**config.mk**
```make
export PLATFORM = sky130hd
export DESIGN_NAME = fdma_engine
export DESIGN_NICKNAME = d
export VERILOG_FILES = /design/src/rtl/fdma_pkg.sv /design/src/rtl/fdma_regs.sv /design/src/rtl/fdma_slot.sv /design/src/rtl/fdma_fsm.sv /design/src/rtl/fdma_engine.sv
export SDC_FILE = /design/constraint.sdc
export NUM_CORES = 1
export LEC_CHECK = 0
export BUFFER_PORTS_ARGS = -buffer_cell sky130_fd_sc_hd__buf_2
export CAP_MARGIN = 30
export CORE_AREA = 4 4 94 96
export CTS_BUF_LIST = sky130_fd_sc_hd__clkbuf_2 sky130_fd_sc_hd__clkbuf_4 sky130_fd_sc_hd__clkbuf_8
export DETAILED_ROUTE_END_ITERATION = 8
export DIE_AREA = 0 0 98 100
export PLACE_DENSITY = 0.87
export SLEW_MARGIN = 10
export SYNTH_ARGS = -nofsm -noshare
export SYNTH_HDL_FRONTEND = slang
export SYNTH_HIERARCHICAL = 1
export SYNTH_SLANG_ARGS = --single-unit
```
**constraint.sdc**
```tcl
create_clock -name clk -period 2.62 [get_ports clk]
set_clock_uncertainty 0.05 [all_clocks]
set_input_delay 0.131 -clock clk [delete_from_list [all_inputs] [get_ports clk]]
set_output_delay 0.131 -clock clk [all_outputs]
set_load 0.01 [all_outputs]
```
**src/rtl/fdma_pkg.sv**
```systemverilog
package fdma_pkg;
    typedef enum logic [2:0] {
        ST_IDLE,
        ST_PGET_HI,
        ST_PGET_LO,
        ST_MWRITE,
        ST_MREAD,
        ST_PPUT_HI,
        ST_PPUT_LO,
        ST_PARK
    } fdma_state_e;
endpackage

```
**src/rtl/fdma_regs.sv**
```systemverilog
module fdma_regs #(
    parameter  int CW = 14,
    parameter  int AW = 22,
    localparam int RW = CW + 2,
    localparam int HW = AW - 8
) (
    input  logic          clk,
    input  logic          rst_n,
    input  logic          cnt_wr,
    input  logic          adr_wr,
    input  logic [RW-1:0] wdata,
    input  logic [HW:0]   badr,
    input  logic          word_done,
    output logic [CW-1:0] count_q,
    output logic          dir_q,
    output logic [AW-1:0] waddr_q,
    output logic          kick,
    output logic          done_q
);
    logic en_bit, full_field, end_now;

    assign en_bit     = wdata[RW-1];
    assign full_field = &wdata[CW-1:0];
    assign kick       = cnt_wr & en_bit & ~full_field;
    assign end_now    = cnt_wr & en_bit & full_field;

    // count, direction and completion pulse
    always_ff @(posedge clk or negedge rst_n) begin
        if (!rst_n) begin
            count_q <= '0;
            dir_q   <= 1'b0;
            done_q  <= 1'b0;
        end else begin
            done_q <= end_now | (~cnt_wr & word_done & (&count_q));
            if (cnt_wr) begin
                dir_q <= wdata[CW];
                if (!en_bit)
                    count_q <= wdata[CW-1:0];
                else
                    count_q <= wdata[CW-1:0] + 1'b1;  // all ones wraps to zero
            end else if (word_done) begin
                count_q <= count_q + 1'b1;
            end
        end
    end

    // word address, loaded by halves
    always_ff @(posedge clk or negedge rst_n) begin
        if (!rst_n) begin
            waddr_q <= '0;
        end else if (adr_wr) begin
            if (badr[HW])
                waddr_q[AW-1:8] <= badr[HW-1:0];
            else
                waddr_q[7:0] <= badr[7:0];
        end else if (word_done) begin
            waddr_q <= waddr_q + 1'b1;
        end
    end
endmodule

```
**src/rtl/fdma_slot.sv**
```systemverilog
module fdma_slot #(
    parameter  int SLOT_WORDS = 16,
    localparam int SW = $clog2(SLOT_WORDS + 1)
) (
    input  logic clk,
    input  logic rst_n,
    input  logic slot_tick,
    input  logic kick,
    input  logic word_done,
    output logic budget_last
);
    logic [SW-1:0] used_q;

    always_ff @(posedge clk or negedge rst_n) begin
        if (!rst_n)
            used_q <= '0;
        else if (slot_tick || kick)
            used_q <= '0;
        else if (word_done)
            used_q <= used_q + 1'b1;
    end

    assign budget_last = (used_q == SW'(SLOT_WORDS - 1));
endmodule

```
**src/rtl/fdma_fsm.sv**
```systemverilog
module fdma_fsm
    import fdma_pkg::*;
(
    input  logic        clk,
    input  logic        rst_n,
    input  logic        cnt_wr,
    input  logic        kick,
    input  logic        kick_dir,
    input  logic        dir_q,
    input  logic        last_word,
    input  logic        budget_last,
    input  logic        slot_tick,
    input  logic        per_drq,
    input  logic [7:0]  per_rdata,
    input  logic        mem_gnt,
    input  logic [15:0] mem_rdata,
    output logic        mem_req,
    output logic        mem_we,
    output logic [15:0] mem_wdata,
    output logic        per_rd,
    output logic        per_wr,
    output logic [7:0]  per_wdata,
    output logic        word_done
);
    fdma_state_e st_q, st_d;
    logic [15:0] word_q;

    function automatic fdma_state_e after_word(input fdma_state_e cont, input logic last,
                                               input logic spent, input logic tick);
        if (last)
            return ST_IDLE;
        else if (spent && !tick)
            return ST_PARK;
        else
            return cont;
    endfunction

    always_comb begin
        st_d = st_q;
        unique case (st_q)
            ST_IDLE:    st_d = ST_IDLE;
            ST_PGET_HI: if (per_drq) st_d = ST_PGET_LO;
            ST_PGET_LO: if (per_drq) st_d = ST_MWRITE;
            ST_MWRITE:  if (mem_gnt) st_d = after_word(ST_PGET_HI, last_word, budget_last, slot_tick);
            ST_MREAD:   if (mem_gnt) st_d = ST_PPUT_HI;
            ST_PPUT_HI: if (per_drq) st_d = ST_PPUT_LO;
            ST_PPUT_LO: if (per_drq) st_d = after_word(ST_MREAD, last_word, budget_last, slot_tick);
            ST_PARK:    if (slot_tick) st_d = dir_q ? ST_MREAD : ST_PGET_HI;
            default:    st_d = ST_IDLE;
        endcase
        if (cnt_wr)
            st_d = kick ? (kick_dir ? ST_MREAD : ST_PGET_HI) : ST_IDLE;
    end

    always_ff @(posedge clk or negedge rst_n) begin
        if (!rst_n)
            st_q <= ST_IDLE;
        else
            st_q <= st_d;
    end

    // word assembly / holding register
    always_ff @(posedge clk or negedge rst_n) begin
        if (!rst_n)
            word_q <= '0;
        else if (st_q == ST_PGET_HI && per_drq)
            word_q[15:8] <= per_rdata;
        else if (st_q == ST_PGET_LO && per_drq)
            word_q[7:0] <= per_rdata;
        else if (st_q == ST_MREAD && mem_gnt)
            word_q <= mem_rdata;
    end

    always_comb begin
        mem_req   = (st_q == ST_MWRITE) || (st_q == ST_MREAD);
        mem_we    = (st_q == ST_MWRITE);
        mem_wdata = word_q;
        per_rd    = per_drq && ((st_q == ST_PGET_HI) || (st_q == ST_PGET_LO));
        per_wr    = per_drq && ((st_q == ST_PPUT_HI) || (st_q == ST_PPUT_LO));
        per_wdata = (st_q == ST_PPUT_HI) ? word_q[15:8] : word_q[7:0];
        word_done = ((st_q == ST_MWRITE) && mem_gnt) || ((st_q == ST_PPUT_LO) && per_drq);
    end
endmodule

```
**src/rtl/fdma_engine.sv**
```systemverilog
module fdma_engine #(
    parameter  int CW         = 14,
    parameter  int AW         = 22,
    parameter  int SLOT_WORDS = 16,
    localparam int RW         = CW + 2,
    localparam int HW         = AW - 8
) (
    input  logic          clk,
    input  logic          rst_n,
    input  logic          reg_wr,
    input  logic          reg_sel,
    input  logic [HW:0]   reg_addr,
    input  logic [RW-1:0] reg_wdata,
    output logic [RW-1:0] reg_rdata,
    input  logic          slot_tick,
    output logic          mem_req,
    output logic          mem_we,
    output logic [AW:0]   mem_addr,
    output logic [15:0]   mem_wdata,
    input  logic [15:0]   mem_rdata,
    input  logic          mem_gnt,
    input  logic          per_drq,
    output logic          per_rd,
    input  logic [7:0]    per_rdata,
    output logic          per_wr,
    output logic [7:0]    per_wdata,
    output logic          done
);
    logic          cnt_wr, adr_wr, kick, dir_q, word_done, budget_last;
    logic [CW-1:0] count_q;
    logic [AW-1:0] waddr_q;

    assign cnt_wr = reg_wr & ~reg_sel;
    assign adr_wr = reg_wr & reg_sel;

    fdma_regs #(.CW(CW), .AW(AW)) u_regs (
        .clk(clk), .rst_n(rst_n), .cnt_wr(cnt_wr), .adr_wr(adr_wr),
        .wdata(reg_wdata), .badr(reg_addr), .word_done(word_done),
        .count_q(count_q), .dir_q(dir_q), .waddr_q(waddr_q),
        .kick(kick), .done_q(done)
    );

    fdma_slot #(.SLOT_WORDS(SLOT_WORDS)) u_slot (
        .clk(clk), .rst_n(rst_n), .slot_tick(slot_tick), .kick(kick),
        .word_done(word_done), .budget_last(budget_last)
    );

    fdma_fsm u_fsm (
        .clk(clk), .rst_n(rst_n), .cnt_wr(cnt_wr), .kick(kick),
        .kick_dir(reg_wdata[CW]), .dir_q(dir_q), .last_word(&count_q),
        .budget_last(budget_last), .slot_tick(slot_tick),
        .per_drq(per_drq), .per_rdata(per_rdata),
        .mem_gnt(mem_gnt), .mem_rdata(mem_rdata),
        .mem_req(mem_req), .mem_we(mem_we), .mem_wdata(mem_wdata),
        .per_rd(per_rd), .per_wr(per_wr), .per_wdata(per_wdata),
        .word_done(word_done)
    );

    assign reg_rdata = {1'b1, 1'b0, count_q};
    assign mem_addr  = {waddr_q, 1'b0};
endmodule

```
* Word-level counts from Yosys, hierarchy flattened
Cells that the tools add are included.
Storage, ports and cells: bits in registers 62, input port bits 62, output and inout port bits 68, logic and storage cells 100
Cells by class: add/sub/neg operators 4, eq/ne operators 18, multiplexer cells 30, bitwise gates (word level) 12, reduce and logical (&&, ||, !) cells 27
Operators with widths (number):
- $mux W14 | 4
- $mux W22 | 2
- $mux W3 | 14
- $mux W8 | 5
- $add A14 B1 Y14 const B | 2
- $reduce_and A14 Y1 | 2
- $pmux W3 S8 | 1
- $add A22 B1 Y22 const B | 1
- $ne A3 B3 Y1 const B | 6
- $mux W16 | 1
- $eq A3 B3 Y1 const B | 4
- $mux W5 | 2
- $reduce_bool A2 Y1 | 5
- $logic_and A1 B1 Y1 | 8
- $reduce_and A2 Y1 | 4
- $and A1 B1 Y1 | 7
- $reduce_and A7 Y1 | 1
- $eq A3 B2 Y1 const B | 2
- $add A5 B1 Y5 const B | 1
- $eq A5 B4 Y1 const B | 1
- $logic_or A1 B1 Y1 | 5
- $ne A2 B2 Y1 const B | 2
- $not A1 Y1 | 4
- $eq A3 B1 Y1 const B | 1
- other kinds (6) | 6

* Longest topological paths before layout
Gate-level depths: netlist (run 1).
depth in word-level cells 7, depth in mapped cells 12, gate-level depth less buffers 8

* Cells and area by module
The synthesis (run 1) kept the hierarchy.
Modules (own cells, without submodules):
- fdma_regs | times used 1, cells each 308, area each 2631.3 um^2, seq. area each 950.9 um^2
- fdma_fsm | times used 1, cells each 136, area each 1270.0 um^2, seq. area each 475.5 um^2
- fdma_slot | times used 1, cells each 24, area each 291.5 um^2, seq. area each 125.1 um^2
- fdma_engine | times used 1, cells each 12, area each 77.6 um^2, seq. area each 0.0 um^2

* Worst setup path before layout (run 1)
OpenSTA, ideal clock, no wires.
path kind flip-flop to flip-flop, start point register u_fsm.st_q[0], end point register u_regs.waddr_q[21], library setup time 124 ps, data arrival time 2155 ps, data required time 2446 ps, path slack 291 ps, cell stages (with the launch flop) 11, path buffers 3, clock period less this slack 2329 ps, cells stage by stage dfrtp_1 > buf_6 > buf_2 > inv_1 > o31ai_1 > and2_1 > buf_2 > nand4_1 > or3_1 > o31a_1 > o31a_1
On the way: word-level cells in the longest chain between the ends 5, elaborated cells on any way between the ends 7, classes of those cells eq/ne (2); reduce/logical (5)
Ends and longest elaborated chain:
- from (decl) | RTL line fdma_fsm.sv:25 | fdma_state_e st_q, st_d;
- from (signal assigned) | RTL line fdma_fsm.sv:59 | st_q <= st_d;
- $eq A3 B2 Y1 or $eq A3 B3 Y1 (tied branches) | RTL line fdma_fsm.sv:81 | word_done = ((st_q == ST_MWRITE) && mem_gnt) || ((st_q == ST_PPUT_LO) && per_drq);
- $logic_and A1 B1 Y1 | RTL line fdma_fsm.sv:81
- $logic_or A1 B1 Y1 * | RTL line fdma_fsm.sv:81
- via word_done | RTL line fdma_engine.sv:29 | logic cnt_wr, adr_wr, kick, dir_q, word_done, budget_last;
- $reduce_bool A2 Y1 (no line) *
- $reduce_and A2 Y1 (no line) *
- to (signal, indexed assignment) | RTL line fdma_regs.sv:53 | waddr_q[AW-1:8] <= badr[HW-1:0];
- to (signal assigned) | RTL line fdma_regs.sv:57 | waddr_q <= waddr_q + 1'b1;
- to (decl) | RTL line fdma_regs.sv:16 | output logic [AW-1:0] waddr_q,
The timed path passes the listed nets; every way through them passes the cells marked *. A chain may end at the register's enable or synchronous reset.

* Final worst setup path (run 1)
start point register u_slot.used_q[0], end point register u_fsm.st_q[0]
On the way: word-level cells in the longest chain between the ends 7
Ends and longest elaborated chain:
- from (decl) | RTL line fdma_slot.sv:12 | logic [SW-1:0] used_q;
- from (signal assigned) | RTL line fdma_slot.sv:20 | used_q <= used_q + 1'b1;
- $eq A5 B4 Y1 | RTL line fdma_slot.sv:23 | assign budget_last = (used_q == SW'(SLOT_WORDS - 1));
- via budget_last | RTL line fdma_engine.sv:29
- $logic_and A1 B1 Y1 | RTL line fdma_fsm.sv:32 | else if (spent && !tick)
- $mux W2 | RTL line fdma_fsm.sv:32
- $mux W3 | RTL line fdma_fsm.sv:30 | if (last)
- $mux W3 | RTL line fdma_fsm.sv:47 | ST_PPUT_LO: if (per_drq) st_d = after_word(ST_MREAD, last_word, budget_last, slot_tick);
- $pmux W3 S8 | RTL line fdma_fsm.sv:40 | unique case (st_q)
- $mux W3 | RTL line fdma_fsm.sv:51 | if (cnt_wr)
The timed path passes the listed nets, and every way through them passes these cells. The select of a mux whose other input is x is not followed.

==> impl_metrics.toml, run 1 <==
[global_routing]
antenna_found_initial = 0
overflow = 0
grt_pass1_wl_um = 18890
grt_max_degree = 63
grt_pass1_vias = 4107
grtUsageTotal = 0.2325

[route]
m1WireLength_um = 4948
drcViolationCount = 0
ant_nets = 0
first_pass_iters = 5
vias = 4206
routed_wl_um = 11460
top_layer = "met4"
drt_iter0_drc = 257
vias_per_cell = 5.899
post_drt_wl_per_cell_um = 16.07
dr_wl_met3_um = 797
dr_wl_met2_um = 5511

[timing]
clock.fmax_ghz = 0.4315
final_hold_viol_count = 0
post-route-min-period_ns = 2.318
slew_violations = 0
rsz0062_at_grt = "no"
setup_viol = 0
final.period_utilization = 0.8846
slew-limit-headroom = 0.5625
tns_ns = 0
tightest_slew_ns = 0.6563

[critical_path]
worstPathArrival_ns = 2.55
crit_path_max_incr_delay_ns = 0.48
crit_start = "u_slot/used_q[0]"
critPathMaxFanout = 4
crit_top_cell = "ha_1"
required_ns = 2.86
worst_setup_path_end_kind = "register"
reg2reg_from = "u_slot/used_q[0]"
crit_path_cell_trace = "ha_1, and3_1, ha_1, nor3b_1, o21ai_1, a2111oi_0, a211o_1"
startpoint_type = "register"
worstSetupPathType = "register to register"
crit_slowest_cell = "a2111oi_0"

[pwr]
power_frac_comb = 0.385
p_int_w = 0.002382
seqPwrFrac = 0.391
p_switching_w = 0.001497
powerDensity_nw_per_um2 = 744.1
p_sw_frac = 0.3858
p_total_w = 0.003879
p_leak_nw = 2.231
max-vdd-ir-drop_uv = 406.6
clkPwrFrac = 0.224

[clock_network]
clock_path_buffers = 2
cts_resized = 0
clock-sinks = 62
cts_tree = "yes"
cts_root_buf = "clkbuf_8"
clkTransAtPathRegs_ns = 0.07
clock_latency_ns = 0.34
tritoncts.num_buffers = 9
postCtsSetupRepairBufs = 0
cts_hold_buf = 3
htreeDepth = 3

[floorplanning]
core_um2 = 8051
die_h_um = 100
row_count = 33
io_pins = 130
die_area_um2 = 9800
initial_utilization = 0.5304
fp.dieW_um = 98

[hold_path]
hp-class = "input port to register"
hp-start = "mem_rdata[1]"

[yosys]
ys_ff_latch = 62
async_flop_share = 1.000
ys.flop_type = "dfrtp_1"
netlist_area_um2 = 4270
synth.distinct_cells = 67
synth_cells = 480
ys_warn_count = 6
yosysSeqAreaShare = 0.3633
synth-edff-count = 0
syn_avg_cell_area_um2 = 8.897

[placement]
portBuffers = 126
gp_congestion = 0.9826
hpwl_um = 8581

[status]
status = "finished, final reports clean"

[finish]
final_nets = 671
diodes = 0
post-route-util = 0.6474
drive_gt1_frac = 0.2911
syn2layout_area_growth_pct = 22.06

[job]
drv_cap = 0
state kept, by name, indices dropped and copies added, names as in the netlist:
signal and cells:
u_regs/count_q 14, u_regs/waddr_q 22, u_fsm/st_q 3, u_regs/done_q 1, u_regs/dir_q 1, u_slot/used_q 5
u_fsm/mem_wdata 16
cell type report:
type | instances | area [um^2]
clock buffers | 12 | 158.9
clock inverters | 3 | 43.79
fillers | 694 | 2839
inverters | 15 | 56.30
multi-input cells | 374 | 2500
flip-flops and latches | 62 | 1551
well taps | 105 | 131.4
repair buffers | 142 | 770.7
placed cells by master (no fill, tap or decap), drive strengths merged, types with 4 or more instances in the layout:
master	n
ha	5
xnor2	17
o21ai	24
clkbuf	12
o211ai	4
o31a	9
and3	4
mux2i	37
nor4	20
dfrtp	62
a21oi	33
a31oi	4
nand3	17
nor2	37
nand2b	4
or3	5
nand4	23
nor3	14
xor2	8
buf	139
nand3b	8
inv	14
nand2	38
nor3b	6
mux2	11
power groups by stage:
stage	logic (W)	registers, W	clock network (W)
2_1_floorplan	0.000837	0.00159	0
3_3_place_gp	0.00144	0.00151	0
3_5_place_dp	0.00149	0.00153	0
4_1_cts	0.00150	0.00151	0.000891
5_1_grt	0.00164	0.00156	0.000940
6_report	0.00149	0.00152	0.000868
Yosys cell counts (all sizes together) (4+ instances only):
| library cell | number | share of area |
|---|---|---|
| ha | 5 | 0.015 |
| and3 | 4 | 0.0059 |
| o31a | 9 | 0.018 |
| xnor2 | 17 | 0.035 |
| nand4 | 23 | 0.037 |
| a31oi | 4 | 0.0059 |
| nor3 | 14 | 0.016 |
| inv | 14 | 0.012 |
| nor3b | 6 | 0.011 |
| mux2i | 37 | 0.087 |
| nand3 | 17 | 0.021 |
| nand2b | 4 | 0.0059 |
| o211ai | 4 | 0.0070 |
| nor2 | 37 | 0.033 |
| mux2 | 11 | 0.030 |
| nand2 | 38 | 0.033 |
| nor4 | 20 | 0.031 |
| dfrtp | 62 | 0.36 |
| a21oi | 33 | 0.040 |
| or3 | 5 | 0.0073 |
| o21ai | 24 | 0.028 |
| buf | 24 | 0.034 |
| xor2 | 8 | 0.016 |
| nand3b | 8 | 0.014 |
| clkbuf | 6 | 0.0053 |
metrics by stage:
step	worst slack [ns]	instances	instance area, um^2	hold slack (ns)
final	0.3023	713	5213	0.04923
after global routing	0.1261	713	5213	0.04488
after CTS	0.3636	713	5213	0.03048
after detailed placement	0.3799	695	4980	0.1199
after global placement	0.5160	695	4980	0.1145
after floorplan	0.2908	481	4274	-0.2146
critical path: cells and delay by family, from the launching register on:
family / cells / cell delay (ns)
fa+ha+maj: 2 / 0.35
simple gates: 2 / 0.63
compound gates: 3 / 0.80
flops: 1 / 0.43
cells by family (layout without fill, tap and decap cells):
| group | Yosys count | in the layout | synth area share |
|---|---|---|---|
| compound gates | 99 | 99 | 0.1500 |
| xor+xnor | 25 | 25 | 0.05127 |
| fa+ha+maj | 5 | 5 | 0.01465 |
| buf+inv | 45 | 172 | 0.05274 |
| flops | 62 | 62 | 0.3633 |
| mux | 48 | 48 | 0.1166 |
| other cells | 2 | 3 | 0.001759 |
| simple gates | 194 | 194 | 0.2496 |
per-layer routing:
metal,vias to the layer above,GRT usage
met3,21,0.04031
met1,1993,0.2960
met2,176,0.3864
met5,-,0
li1,2016,-
met4,0,0.1108
path summary, 6_finish.rpt:
kind                       cells past startpoint                   to  slack [ns]
hold reg to reg                                1         u_regs/dir_q        0.47
setup reg to reg                               7        u_fsm/st_q[0]        0.30
setup / recovery                               7        u_fsm/st_q[0]        0.30
max in group asynchronous                      3   u_regs/count_q[13]        1.95
min in group asynchronous                      3  u_fsm/mem_wdata[12]        0.26
hold / removal                                 3   u_fsm/mem_wdata[1]        0.05
(Power assumes the default switching activity.)
==> run 2: changes to the inputs <==
--- a/config.mk
+++ b/config.mk
@@ -12,6 +12,7 @@
 export DETAILED_ROUTE_END_ITERATION = 8
 export DIE_AREA = 0 0 98 100
 export PLACE_DENSITY = 0.87
+export REMOVE_ABC_BUFFERS = 1
 export SLEW_MARGIN = 10
 export SYNTH_ARGS = -nofsm -noshare
 export SYNTH_HDL_FRONTEND = slang
==> run 2 against run 1 <==
Global-route usage rose by 0.27 points. First-iteration DRC count fell by 3.5%. Wire length rose by 0.81%. Critical path depth fell by 1. Sequential share of layout area rose by 0.079 points. Total power fell by 1.8%. Critical path type unchanged. Via count rose by 2.6%. Die area did not move. Worst setup slack barely moved. Combinational power barely moved. Core utilization fell by 0.17 points. Worst hold slack got worse by 0.030 ns.
==> impl_metrics.toml, run 2 (synthesized netlist as in run 1, its figures left out) <==
[floorplanning]
row_count = 33
die_area_um2 = 9800
initial_utilization = 0.5304
fp.dieW_um = 98
core_um2 = 8051
die_h_um = 100
io_pins = 130

[critical_path]
worstRegToRegCells = 6
crit_end = "u_regs/count_q[12]"
crit_path_cell_trace = "o31ai_1, and2_1, nand4_1, nor4_1, xnor2_1, mux2i_1"
startpoint_type = "register"
critical_path_depth = 6
crit_start = "u_fsm/st_q[2]"
worstSetupPathType = "register to register"
reg2reg_from = "u_fsm/st_q[2]"
r2r_end = "u_regs/count_q[12]"
crit_slowest_cell = "nor4_1"
crit_family = "simple AND/OR/NAND/NOR gates"
worstPathArrival_ns = 2.47
ff2ff_setup_slack_ns = 0.30
worst_setup_path_end_kind = "register"
critical_path_buf_inv_count = 0
critPathMaxFanout = 8
crit_path_max_incr_delay_ns = 0.48
required_ns = 2.77

[pwr]
power_frac_comb = 0.392
p_switching_w = 0.001494
powerDensity_nw_per_um2 = 732.6
p_int_w = 0.002315
p_sw_frac = 0.3922
clkPwrFrac = 0.212
max-vdd-ir-drop_uv = 339.1
p_leak_nw = 2.226
seqPwrFrac = 0.397

[timing]
rsz0062_at_grt = "no"
slew_violations = 0
setup_viol = 0
slew-limit-headroom = 0.5455
post-route-min-period_ns = 2.318
clock.fmax_ghz = 0.4314
tightest_slew_ns = 0.6817
tns_ns = 0
final.period_utilization = 0.8847
final_hold_viol_count = 0

[finish]
post-route-util = 0.6457
syn2layout_area_growth_pct = 21.74
final_common_cell = "buf_2"
final_nets = 673
diodes = 0
seqCellArea_um2 = 1551
layout_common_cells = "buf_2 (126), dfrtp_1 (62), nand2_1 (38)"
multi_input_area_um2 = 2500
nFillCells = 672
largest_register = "u_regs/waddr_q"
largest_reg_flops = 22
drive_gt1_frac = 0.2962

[clock_network]
clock_latency_ns = 0.34
clock-sinks = 62
cts_resized = 0
postCtsSetupRepairBufs = 0
cts_root_buf = "clkbuf_8"
clock_path_buffers = 2
tritoncts.num_buffers = 9
cts_hold_buf = 2
clkTransAtPathRegs_ns = 0.07
htreeDepth = 3
cts_tree = "yes"

[status]
status = "finished, final reports clean"

[route]
vias = 4314
first_pass_iters = 6
routed_wl_um = 11550
post_drt_wl_per_cell_um = 16.14
drt_iter0_drc = 248
drcViolationCount = 0
ant_nets = 0
vias_per_cell = 6.025

[hold_path]
hold_depth = 2
hp-class = "input port to register"

[global_routing]
grt_pass1_vias = 4188
grt_max_degree = 26
grt_pass1_wl_um = 19040
overflow = 0
grtUsageTotal = 0.2353
antenna_found_initial = 0

[placement]
hpwl_um = 8790
gp_congestion = 0.9202
portBuffers = 126

[job]
drv_cap = 0
==> run 2: cell count changes in the layout (fill, tap and decap cells not counted) <==
cell           previous run  this run
buf_4                    12        16
clkinv_2                  1         4
clkbuf_8                 11         9
clkinvlp_4                0         2
buf_12                    1         0
clkbuf_4                  1         0
clkinv_4                  1         0
dlygate4sd3_1             3         2
==> run 2: per-stage QoR <==
step           cells  hold slack, ns  worst slack [ns]  area [um^2]  power (W)
6_report         716         0.01920            0.3020         5199   0.003809
5_1_grt          716        0.007275            0.1788         5199   0.004079
4_1_cts          716        0.008214            0.3750         5199   0.003832
3_5_place_dp     698         0.03805            0.3853         4990   0.003009
3_3_place_gp     698         0.02800            0.4830         4990   0.002938
2_1_floorplan    451         -0.2146           -0.1000         4105   0.002353
==> run 2: power by group through the flow <==
stage | combinational, W | clock [W] | sequential [W]
after floorplan | 0.000723 | 0 | 0.00163
after global placement | 0.00143 | 0 | 0.00151
after detailed placement | 0.00149 | 0 | 0.00152
after CTS | 0.00150 | 0.000832 | 0.00150
after global routing | 0.00165 | 0.000872 | 0.00155
final | 0.00149 | 0.000806 | 0.00151
==> run 2: per-layer routing <==
metal  track usage  vias up  wire length (um)
li1              -     2026                 -
met1        0.2854     2009              4577
met2        0.4052      245              5679
met3       0.04726       34              1004
met4        0.1065        0               293
met5             0        -                 0
==> run 2: how the worst min path moves through the flow <==
stage	start	to	slack (ns)
after floorplan	rst_n	u_fsm/mem_wdata[0]	-0.21
after global placement	rst_n	u_regs/waddr_q[4]	0.03
after detailed placement	rst_n	u_regs/waddr_q[4]	0.04
after CTS	reg_wdata[14]	u_fsm/st_q[2]	0.008
after global routing	reg_addr[12]	u_regs/waddr_q[20]	0.007
final	reg_wdata[14]	u_regs/dir_q	0.02
==> run 2: cell type report <==
type,count,area share
flip-flops and latches,62,0.2984
well taps,105,0.02527
repair buffers,144,0.1483
multi-input cells,374,0.4809
clock inverters,7,0.01252
clock buffers,9,0.02383
inverters,15,0.01083
==> run 2: worst reg2reg max path, cell delays in order (launching register included) <==
cell	delay, ns
dfrtp_1	0.44
o31ai_1	0.27
and2_1	0.36
nand4_1	0.33
nor4_1	0.48
xnor2_1	0.17
mux2i_1	0.08
==> run 3: changes to the inputs <==
--- a/config.mk
+++ b/config.mk
@@ -12,6 +12,7 @@
 export DETAILED_ROUTE_END_ITERATION = 8
 export DIE_AREA = 0 0 98 100
 export PLACE_DENSITY = 0.87
+export RECOVER_POWER = 25
 export REMOVE_ABC_BUFFERS = 1
 export SLEW_MARGIN = 10
 export SYNTH_ARGS = -nofsm -noshare
==> run 3 against run 2 <==
Clock power hardly changed. Via count is 0.12% lower. Die area stayed put. Final area is 0.55% lower. First-iteration DRC count is 0.40% lower. Combinational power hardly changed. Worst hold slack hardly changed.
==> impl_metrics.toml, run 3 (synthesized netlist as in run 1, its figures left out) <==
[pwr]
p_int_w = 0.002281
p_leak_nw = 2.176
power_frac_comb = 0.386
seqPwrFrac = 0.401
powerDensity_nw_per_um2 = 731.3
p_switching_w = 0.001500
max-vdd-ir-drop_uv = 338.8
p_sw_frac = 0.3967
clkPwrFrac = 0.213

[placement]
portBuffers = 126
dp_cells = 698
dpl-instance-area_um2 = 4990
gp_congestion = 0.9202
hpwl_um = 8790

[floorplanning]
initial_utilization = 0.5304
io_pins = 130
die_area_um2 = 9800
row_count = 33
fp.dieW_um = 98
die_h_um = 100
core_um2 = 8051

[route]
ant_nets = 0
drt_iter0_drc = 247
vias_per_cell = 6.018
first_pass_iters = 7
vias = 4309
post_drt_wl_per_cell_um = 16.16
routed_wl_um = 11570
drcViolationCount = 0

[critical_path]
worstPathArrival_ns = 2.46
required_ns = 2.76
worstSetupPathType = "register to register"
startpoint_type = "register"
critPathMaxFanout = 8
ff2ff_setup_slack_ns = 0.29
worst_setup_path_end_kind = "register"

[finish]
layout_common_cells = "buf_2 (108), dfrtp_1 (62), nand2_1 (38)"
largest_register = "u_regs/waddr_q"
stdcell_count = 716
final_common_cell = "buf_2"
post-route-util = 0.6421
syn2layout_area_growth_pct = 21.07
diodes = 0
nFillCells = 684
stdcell_area_um2 = 5170
final_nets = 673
drive_gt1_frac = 0.2635
largest_reg_flops = 22

[timing]
setup_viol = 0
slew_violations = 0
final_hold_viol_count = 0
tightest_slew_ns = 1.107
post-route-min-period_ns = 2.328
timing.hold.ws_ns = 0.01916
final.period_utilization = 0.8884
tns_ns = 0
clock.fmax_ghz = 0.4296
slew-limit-headroom = 0.2603
rsz0062_at_grt = "no"

[job]
drv_cap = 0

[clock_network]
clock-sinks = 62
postCtsSetupRepairBufs = 0
htreeDepth = 3
clock_path_buffers = 2
cts_resized = 0
cts_root_buf = "clkbuf_8"
clkTransAtPathRegs_ns = 0.07
cts_tree = "yes"
tritoncts.num_buffers = 9
clock_latency_ns = 0.34

[global_routing]
grtUsageTotal = 0.2353
grt_pass1_vias = 4188
grt_max_degree = 26
antenna_found_initial = 0
overflow = 0
grt_pass1_wl_um = 19040

[status]
status = "finished, final reports clean"

[hold_path]
hp-class = "input port to register"
[run 3: worst paths after layout]
| check | start | end | cells after the start |
|---|---|---|---|
| worst min register to register | u_regs/dir_q | u_regs/dir_q | 1 |
| min in group asynchronous | rst_n | u_regs/waddr_q[6] | 2 |
| worst max-delay path | u_fsm/st_q[2] | u_regs/count_q[12] | 6 |
| worst min-delay path | reg_wdata[14] | u_regs/dir_q | 2 |
| max in group asynchronous | rst_n | u_fsm/mem_wdata[8] | 3 |
| worst max register to register | u_fsm/st_q[2] | u_regs/count_q[12] | 6 |
[run 3: worst max-delay path: stages (launching register included)]
cell and delay [ns]:
dfrtp_1 0.44, o31ai_1 0.25, and2_1 0.36, nand4_1 0.34
nor4_1 0.48, xnor2_1 0.17, mux2i_1 0.08
[run 3: cell type report]
cell class / instances / area, um^2 / share of cell area
Timing Repair Buffer: 144 / 744.5 / 0.1440
Inverter: 15 / 56.30 / 0.01089
Clock buffer: 9 / 123.9 / 0.02396
Tap cell: 105 / 131.4 / 0.02541
Sequential cell: 62 / 1551 / 0.3001
Multi-Input combinational cell: 374 / 2497 / 0.4831
Clock inverter: 7 / 65.06 / 0.01258
[run 3: repair_timing]
item | CTS | global route
setup endpoints to repair | 0 | 0
endpoints found under the hold margin | 17 | 0
hold buffers | 2 | 0
[run 3: metal layers]
metal	routed length [um]	vias to the layer above	GRT usage
li1	-	2029	-
met1	4618	2012	0.2854
met2	5675	234	0.4052
met3	983	34	0.04726
met4	294	0	0.1065
met5	0	-	0
[run 3: power by group through the flow]
| stage | clock network [W] | registers (W) | logic (W) |
|---|---|---|---|
| floorplan | 0 | 0.00163 | 0.000723 |
| global placement | 0 | 0.00151 | 0.00143 |
| detailed placement | 0 | 0.00152 | 0.00149 |
| CTS | 0.000832 | 0.00150 | 0.00150 |
| global route | 0.000872 | 0.00156 | 0.00162 |
| finish | 0.000807 | 0.00152 | 0.00146 |
[run 3: metrics by stage]
step	total power, W	setup slack [ns]
floorplan	0.002353	-0.1000
CTS	0.003832	0.3750
detailed placement	0.003009	0.3853
finish	0.003781	0.2924
global route	0.004056	0.1166
global placement	0.002938	0.4830
